## src/rtl/motor_pulse_former.sv

```systemverilog
module motor_pulse_former #(
  parameter int UNIT_CYC = 256
) (
  input  logic       clk,
  input  logic       rst,
  input  logic       test_req,
  input  logic [2:0] per_sel,
  input  logic [1:0] test_sel,
  input  logic [1:0] wid_sel,
  output logic       mot1,
  output logic       mot2
);

  localparam int MAXCYC = 2048 * UNIT_CYC;
  localparam int CW = $clog2(MAXCYC + 1);
  localparam logic [CW-1:0] UNIT = CW'(UNIT_CYC);

  function automatic logic [11:0] norm_units(input logic [2:0] s);
    case (s)
      3'd0:    return 12'd16;
      3'd1:    return 12'd32;
      3'd2:    return 12'd64;
      3'd3:    return 12'd256;
      default: return 12'd2048;
    endcase
  endfunction

  function automatic logic [11:0] test_units(input logic [1:0] s);
    case (s)
      2'd0:    return 12'd32;
      2'd1:    return 12'd64;
      default: return 12'd128;
    endcase
  endfunction

  function automatic logic [2:0] wid_units(input logic [1:0] s);
    case (s)
      2'd0:    return 3'd2;
      2'd1:    return 3'd3;
      2'd2:    return 3'd4;
      default: return 3'd6;
    endcase
  endfunction

  logic [CW-1:0] cnt, len;
  logic [2:0]    wu;
  logic          pol;

  wire [11:0]   sel_units = test_req ? test_units(test_sel) : norm_units(per_sel);
  wire [CW-1:0] next_len  = CW'(sel_units) * UNIT;
  wire [CW-1:0] wcyc      = CW'(wu) * UNIT;
  wire          wrap      = (cnt == len - CW'(1));
  wire          on        = (cnt < wcyc);

  always_ff @(posedge clk) begin
    if (rst) begin
      cnt  <= '0;
      pol  <= 1'b0;
      len  <= next_len;
      wu   <= wid_units(wid_sel);
      mot1 <= 1'b0;
      mot2 <= 1'b0;
    end else begin
      mot1 <= on & ~pol;
      mot2 <= on & pol;
      if (wrap) begin
        cnt <= '0;
        pol <= ~pol;
        len <= next_len;
        wu  <= wid_units(wid_sel);
      end else begin
        cnt <= cnt + CW'(1);
      end
    end
  end

  logic last_m2;
  always_ff @(posedge clk) begin
    if (rst)       last_m2 <= 1'b1;
    else if (mot2) last_m2 <= 1'b1;
    else if (mot1) last_m2 <= 1'b0;
  end

  AST_RESET_QUIET: assert property (@(posedge clk) rst |=> (!mot1 && !mot2));
  AST_NEVER_BOTH: assert property (@(posedge clk) disable iff (rst) !(mot1 && mot2));
  AST_ALT_TO_M1: assert property (@(posedge clk) disable iff (rst) $rose(mot1) |-> last_m2);
  AST_ALT_TO_M2: assert property (@(posedge clk) disable iff (rst) $rose(mot2) |-> !last_m2);
  AST_CNT_BOUND: assert property (@(posedge clk) disable iff (rst) cnt < len);
  AST_LEN_HOLD: assert property (@(posedge clk) disable iff (rst) !$past(wrap) |-> ($stable(len) && $stable(wu)));
  AST_LEGAL_COMBO: assert property (@(posedge clk) disable iff (rst)
    ({3'b0, len} >= {1'b0, wcyc, 2'b0}) || ({3'b0, len} == {2'b0, wcyc, 1'b0}));

endmodule

```

## config.mk

```make
export PLATFORM = sky130hd
export DESIGN_NAME = motor_pulse_former
export DESIGN_NICKNAME = d
export VERILOG_FILES = /design/src/rtl/motor_pulse_former.sv
export SDC_FILE = /design/constraint.sdc
export NUM_CORES = 1
export LEC_CHECK = 0
export ABC_AREA = 1
export BUFFER_PORTS_ARGS = -buffer_cell sky130_fd_sc_hd__buf_4
export CAP_MARGIN = 15
export CORE_MARGIN = 5
export CORE_UTILIZATION = 35
export DETAILED_ROUTE_END_ITERATION = 6
export GPL_TIMING_DRIVEN = 0
export HOLD_SLACK_MARGIN = 0.1
export PLACE_DENSITY = 0.59
export SETUP_SLACK_MARGIN = 0.15
export SYNTH_ARGS = -nofsm -noshare
export SYNTH_HDL_FRONTEND = slang
export SYNTH_SLANG_ARGS = --single-unit
```

## constraint.sdc

```tcl
create_clock -name clk -period 2 [get_ports clk]
set_input_delay 0.1 -clock clk [delete_from_list [all_inputs] [get_ports clk]]
set_output_delay 0.1 -clock clk [all_outputs]
set_load 0.01 [all_outputs]
```

==> results of run 1 <==
## power breakdown
part / internal, uW / switching [uW] / leakage (uW) / total [uW]
combinational: 76.1 / 69.3 / 0.000586 / 145
clock: 439 / 245 / 0.0000645 / 685
sequential: 686 / 13.4 / 0.000274 / 700
## area by class of cell
| cell class | count | area [um^2] |
|---|---|---|
| inverter | 33 | 124 |
| clock inverter | 1 | 30.0 |
| fill | 471 | 2470 |
| tap | 67 | 83.8 |
| timing repair buffer | 31 | 270 |
| buffer | 4 | 40.0 |
| multi-input combinational | 159 | 876 |
| sequential | 32 | 733 |
| clock buffer | 7 | 96.3 |
## routing by layer
metal | wire [um] | track usage [%]
met1 | 1690 | 15.6
met2 | 1580 | 18.9
met3 | 182 | 4.18
met4 | 79 | 5.57
met5 | 0 | 0
## synthesized netlist by cell type
library cell	instances
nand4_1	10
nand2_2	3
dfxtp_1	23
clkbuf_1	1
nor3_1	2
xnor2_1	8
xor2_1	6
nor2_4	2
nand3_1	13
buf_6	2
ha_1	4
clkbuf_2	1
nor2_2	1
or2_1	1
inv_1	33
nand3_2	3
a211oi_1	1
a21oi_1	4
or2_2	3
nand2_1	49
nor2_1	41
edfxtp_1	9
o21ai_0	4
nor4_1	4
## state kept, by name, indices dropped and copies added, names as in the netlist
register  flops
mot1          1
cnt          20
pol           1
len           6
mot2          1
wu            3
## cell usage in the layout (no fill, tap or decap), drive strengths merged
cell type,netlist,layout
nor2,44,44
nor4,4,4
o21ai,4,4
xnor2,8,8
inv,33,33
xor2,6,6
a21oi,4,4
or2,4,4
buf,2,26
nand4,10,10
ha,4,4
a211oi,1,1
dfxtp,23,23
dlygate4sd3,0,7
bufinv,0,1
nor3,2,2
clkbuf,2,9
nand2,52,52
edfxtp,9,9
nand3,16,16
## repair_timing
| item | CTS | global route |
|---|---|---|
| hold buffers | 4 | 3 |
| pin swaps | 8 | 5 |
| gates cloned | 1 | 0 |
| gates resized for setup | 13 | 7 |
| hold endpoints to repair | 4 | 2 |
| endpoints found under the setup margin | 18 | 30 |
| setup buffers | 10 | 2 |
## final timing paths
| check | startpoint | end | slack (ps) |
|---|---|---|---|
| setup reg to reg | len[12]$_SDFFCE_PP0P_ | len[14]$_DFFE_PP_ | 180 |
| setup / recovery | len[12]$_SDFFCE_PP0P_ | len[14]$_DFFE_PP_ | 180 |
| hold reg to reg | pol$_SDFFE_PP0N_ | mot1$_SDFF_PP0_ | 420 |
| hold / removal | test_req | len[15]$_SDFFCE_PN0P_ | 110 |
## worst max-delay path: stages (launching register included)
cell      delay, ps
edfxtp_1        400
inv_2           100
ha_4            210
xnor2_1         120
nor2_1          110
nand3_1          90
nor2_2          110
nand3_2         120
nand2_4         130
buf_12          140
## metrics by stage
step                instances  setup TNS (ps)
floorplan                 228               0
global placement          306           -33.1
detailed placement        306           -87.2
CTS                       329               0
global route              334               0
finish                    334               0
## kinds of logic (layout without fill, tap and decap cells)
family / after synthesis / count (layout) / synth area share [%]
buf+inv: 37 / 76 / 9.08
xor+xnor: 14 / 14 / 7.17
simple gates: 132 / 132 / 35.3
flops: 32 / 32 / 42.8
compound gates: 9 / 9 / 2.78
fa+ha+maj: 4 / 4 / 2.93
==> run_results.csv, run 1 <==
group,metric,value,unit
status,status,"finished, final reports clean",
logic_synthesis,synthTopCellsByArea,"dfxtp_1 27%, edfxtp_1 16%, nand2_1 11%, nor2_1 9.0%, inv_1 7.2%",
worst_setup_path,path_class,"flop to flop",
routing,via_per_inst,4.58,
floorplanning,die_w,79.9,um
routing,first_pass_iters,4,
worst_setup_path,crit_arrival,1830,ps
floorplanning,die_area,6380,um^2
min_path,hold_depth,3,
placement,dp_hpwl,2.38,mm
layout,final_nets,280,
floorplanning,core_area,4720,um^2
routing,wl,3.53,mm
sta,setup_viol,0,
grt,grt.overflow.total,0,
placement,place_ws,-9.84,ps
clock_tree,worst_skew_pair.late_latency,280,ps
placement,globalplace.congestion,0.822,
sta,fin_crit,1820,ps
logic_synthesis,synth_largest_area_cell,"dfxtp_1",
sta,worst_pin_slew,340,ps
routing,drt_iter0_markers,80,
clock_tree,htree_levels,2,
sta,post-route-period-util,91.2,%
placement,port_buffers,11,
clock_tree,cts-root-buf,"clkbuf_8",
logic_synthesis,syn_area_per_cell,7.50,um^2
min_path,hold_class,"input pin to flop",
floorplanning,initial_core_util,36.2,%
logic_synthesis,synth_cell_types,24,
grt,grt_usage,12.4,%
clock_tree,clock_sinks,32,
power,vdd_drop_max,0.000356,V
sta,holdWs,112,ps
worst_setup_path,crit_path_start_kind,"flop",
routing,wl_per_cell,10.6,um
grt,antenna_found_initial,0,
clock_tree,path_clk_slew,60,ps
logic_synthesis,ys_seq_area_share,42.8,%
clock_tree,cts_tree,"done",
routing,ant_nets,0,
sta,clock_skew,2.20,ps
layout,syn2layout_area_growth,31.8,%
sta,drv_slew,0,
logic_synthesis,synth_top_cell_area_share,26.9,%
sta,rsz0062_at_grt,"yes",
sta,hold_viol_final,0,
sta,setup_slack,176,ps
clock_tree,numCtsBuffers,5,
grt,grt_pass1_wl,6.11,mm
layout,drive_gt1_share,22.5,%
logic_synthesis,netlist_area,1710,um^2
grt,grt_pass1_vias,1376,
worst_setup_path,crit_path_end_kind,"flop",
sta,slew_headroom,77.2,%
floorplanning,num_rows,25,
logic_synthesis,ys_warn_count,0,
logic_synthesis,ys_seq_elements,32,
worst_setup_path,critPathMaxFanout,9,
floorplanning,pin_count,12,
logic_synthesis,synthesis.nets,242,
layout,final_util,47.7,%
floorplanning,die_y,79.9,um
logic_synthesis,postSynthCellCount,228,
power,p_leak,0.000925,uW
job,max-cap-violations,0,
layout,final_cell_area,2250,um^2
power,powerDensity,679,nW/um^2
placement,place_area,1880,um^2
layout,num_antenna_cells,0,
worst_setup_path,rr_worst_depth,9,
worst_setup_path,worstPathRequired,2000,ps
clock_tree,clock_path_buffers,2,
sta,fmax,548,MHz
routing,drc,0,
power,power,1530,uW
routing,num_vias,1531,
grt,grt_max_degree,11,
No activity file was read; power rests on OpenSTA's default activity.
==> run 2, diff against run 1 <==
--- a/config.mk
+++ b/config.mk
@@ -6,14 +6,14 @@
 export NUM_CORES = 1
 export LEC_CHECK = 0
 export ABC_AREA = 1
-export BUFFER_PORTS_ARGS = -buffer_cell sky130_fd_sc_hd__buf_4
 export CAP_MARGIN = 15
 export CORE_MARGIN = 5
 export CORE_UTILIZATION = 35
 export DETAILED_ROUTE_END_ITERATION = 6
+export DONT_BUFFER_PORTS = 1
 export GPL_TIMING_DRIVEN = 0
 export HOLD_SLACK_MARGIN = 0.1
-export PLACE_DENSITY = 0.59
+export PLACE_DENSITY = 0.57
 export SETUP_SLACK_MARGIN = 0.15
 export SYNTH_ARGS = -nofsm -noshare
 export SYNTH_HDL_FRONTEND = slang
==> run 2 against run 1 <==
Against the previous run:
- final cell count down 1.2%
- setup slack better by 7.5 ps
- highest routed layer unchanged
- global-route usage up 0.86 points
- sequential cell count unchanged
==> run_results.csv, run 2 (synthesis gave the netlist of run 1 again) <==
group,metric,value,unit
status,status,"finished, final reports clean",
routing,met2_length,1.72,mm
min_path,hold_class,"input pin to flop",
routing,wl_per_cell,11.2,um
layout,syn2layout_area_growth,32.6,%
layout,largest_reg_flops,20,
clock_tree,clock_sinks,32,
routing,drt_iter0_markers,61,
clock_tree,path_clk_slew,70,ps
worst_setup_path,path_class,"flop to flop",
routing,first_pass_iters,4,
layout,layout.cells.non_filler,330,
placement,place_ws,-5.46,ps
routing,wl,3.71,mm
clock_tree,cts-root-buf,"clkbuf_8",
worst_setup_path,critPathMaxFanout,9,
sta,clock_skew,5.38,ps
worst_setup_path,cp_slowest_cell,"edfxtp_1",
layout,drive_gt1_share,18.6,%
routing,wl_met1,1.79,mm
placement,globalplace.congestion,0.817,
layout,top_regs,"cnt: 20 flops, len: 6 flops, wu: 3 flops",
clock_tree,numCtsBuffers,5,
sta,holdWs,123,ps
min_path,hold_end,"len[14]$_DFFE_PP_",
worst_setup_path,reg2reg_from,"len[12]$_SDFFCE_PP0P_",
routing,drc,0,
worst_setup_path,crit_path_start_kind,"flop",
layout,nFillCells,449,
floorplanning,die_area,6380,um^2
floorplanning,core_area,4720,um^2
layout,final_nets,276,
sta,setup_slack,183,ps
floorplanning,num_rows,25,
sta,finalSetupTns,0,ps
floorplanning,pin_count,12,
clock_tree,cts_tree,"done",
layout,layout_common_cells,"49 x nand2_1, 35 x nor2_1, 31 x inv_1",
power,p_leak,0.000905,uW
worst_setup_path,crit_arrival,1820,ps
routing,via_per_inst,4.52,
placement,dp.cells,295,
sta,setup_viol,0,
routing,num_vias,1490,
layout,layout_commonest_cell,"nand2_1",
grt,grt_max_degree,11,
layout,multi_input_area,891,um^2
worst_setup_path,critPathMaxStageDelay,400,ps
floorplanning,die_w,79.9,um
power,power,1410,uW
min_path,hold_depth,2,
routing,dr.max_layer_used,"met4",
worst_setup_path,reg2reg_to,"wu[0]$_DFFE_PP_",
sta,fmax,550,MHz
layout,num_antenna_cells,0,
placement,dp_hpwl,2.41,mm
layout,regArea,733,um^2
grt,antenna_found_initial,0,
floorplanning,die_y,79.9,um
sta,worst_pin_slew,333,ps
worst_setup_path,crit_path_end_kind,"flop",
grt,grt_pass1_vias,1479,
worst_setup_path,worstPathRequired,2010,ps
routing,ant_nets,0,
clock_tree,worst_skew_pair.late_latency,290,ps
job,max-cap-violations,0,
sta,drv_slew,0,
power,powerDensity,621,nW/um^2
grt,grt_pass1_wl,6.57,mm
clock_tree,clock_path_buffers,2,
sta,fin_crit,1820,ps
sta,slew_headroom,77.7,%
sta,post-route-period-util,90.8,%
floorplanning,initial_core_util,36.2,%
power,vdd_drop_max,0.000370,V
sta,rsz0062_at_grt,"yes",
worst_setup_path,path_cells,"inv_2 -> ha_4 -> xnor2_1 -> nor2_1 -> nand3_1 -> nor2_2 -> nand3_2 -> nand2_4 -> buf_12",
min_path,hold_start,"test_sel[1]",
clock_tree,htree_levels,2,
placement,port_buffers,0,
grt,grt_usage,13.2,%
layout,regMostFlops,"cnt",
grt,grt.overflow.total,0,
routing,wl_met3,135,um
sta,hold_viol_final,0,
worst_setup_path,r2r_slack,180,ps
worst_setup_path,rr_worst_depth,9,
run 2: repair_timing:
| action | 4_1_cts | 5_1_grt |
|---|---|---|
| cloned | 1 | 1 |
| gates resized for setup | 13 | 14 |
| setup buffers | 11 | 0 |
| endpoints found under the setup margin | 18 | 30 |
| hold endpoints to repair | 11 | 0 |
| hold buffers | 14 | 0 |
| pin swaps | 7 | 4 |
run 2: final cells by class:
cell class | count | share of cell area [%]
clock buffers | 8 | 4.42
plain buffers | 4 | 1.93
well taps | 67 | 3.70
flip-flops and latches | 32 | 32.4
multi-input cells | 159 | 39.3
inverters | 33 | 5.47
repair buffers | 27 | 12.8
run 2: routing by layer:
metal	up-vias	track usage [%]
met5	-	0
met1	663	16.6
met2	26	21.5
met3	8	3.05
li1	793	-
met4	0	5.57
run 2: worst max-delay path, delay by kind of cell (launching register included):
family / cells / cell delay, ps
adders and majority gates: 1 / 200
DFF: 1 / 400
xor gates and xnor gates: 1 / 110
and+or+nand+nor: 5 / 570
buffers and inverters: 2 / 240
run 2: report_power, final:
group          internal, uW  switching, uW
combinational          81.4           71.3
clock                   314            239
sequential              687           14.5
total                  1080            325
run 2: how the worst max path moves through the flow:
stage                          start               endpoint  slack [ps]  cells past startpoint
2_1_floorplan  len[12]$_SDFFCE_PP0P_  len[12]$_SDFFCE_PP0P_         240                      9
4_1_cts        len[12]$_SDFFCE_PP0P_        wu[0]$_DFFE_PP_         170                      9
6_report       len[12]$_SDFFCE_PP0P_        wu[0]$_DFFE_PP_         180                      9
3_3_place_gp       cnt[0]$_SDFF_PP0_  len[15]$_SDFFCE_PN0P_         -10                     10
3_5_place_dp   len[12]$_SDFFCE_PP0P_      len[14]$_DFFE_PP_          -5                      9
5_1_grt            cnt[0]$_SDFF_PP0_     cnt[18]$_SDFF_PP0_          80                     10
run 2: metrics by stage:
| step | utilization [%] | cell area (um^2) |
|---|---|---|
| 2_1_floorplan | - | 1710 |
| 3_3_place_gp | 38.0 | 1790 |
| 3_5_place_dp | 38.0 | 1790 |
| 4_1_cts | 46.5 | 2190 |
| 5_1_grt | 48.0 | 2270 |
| 6_report | 48.0 | 2270 |
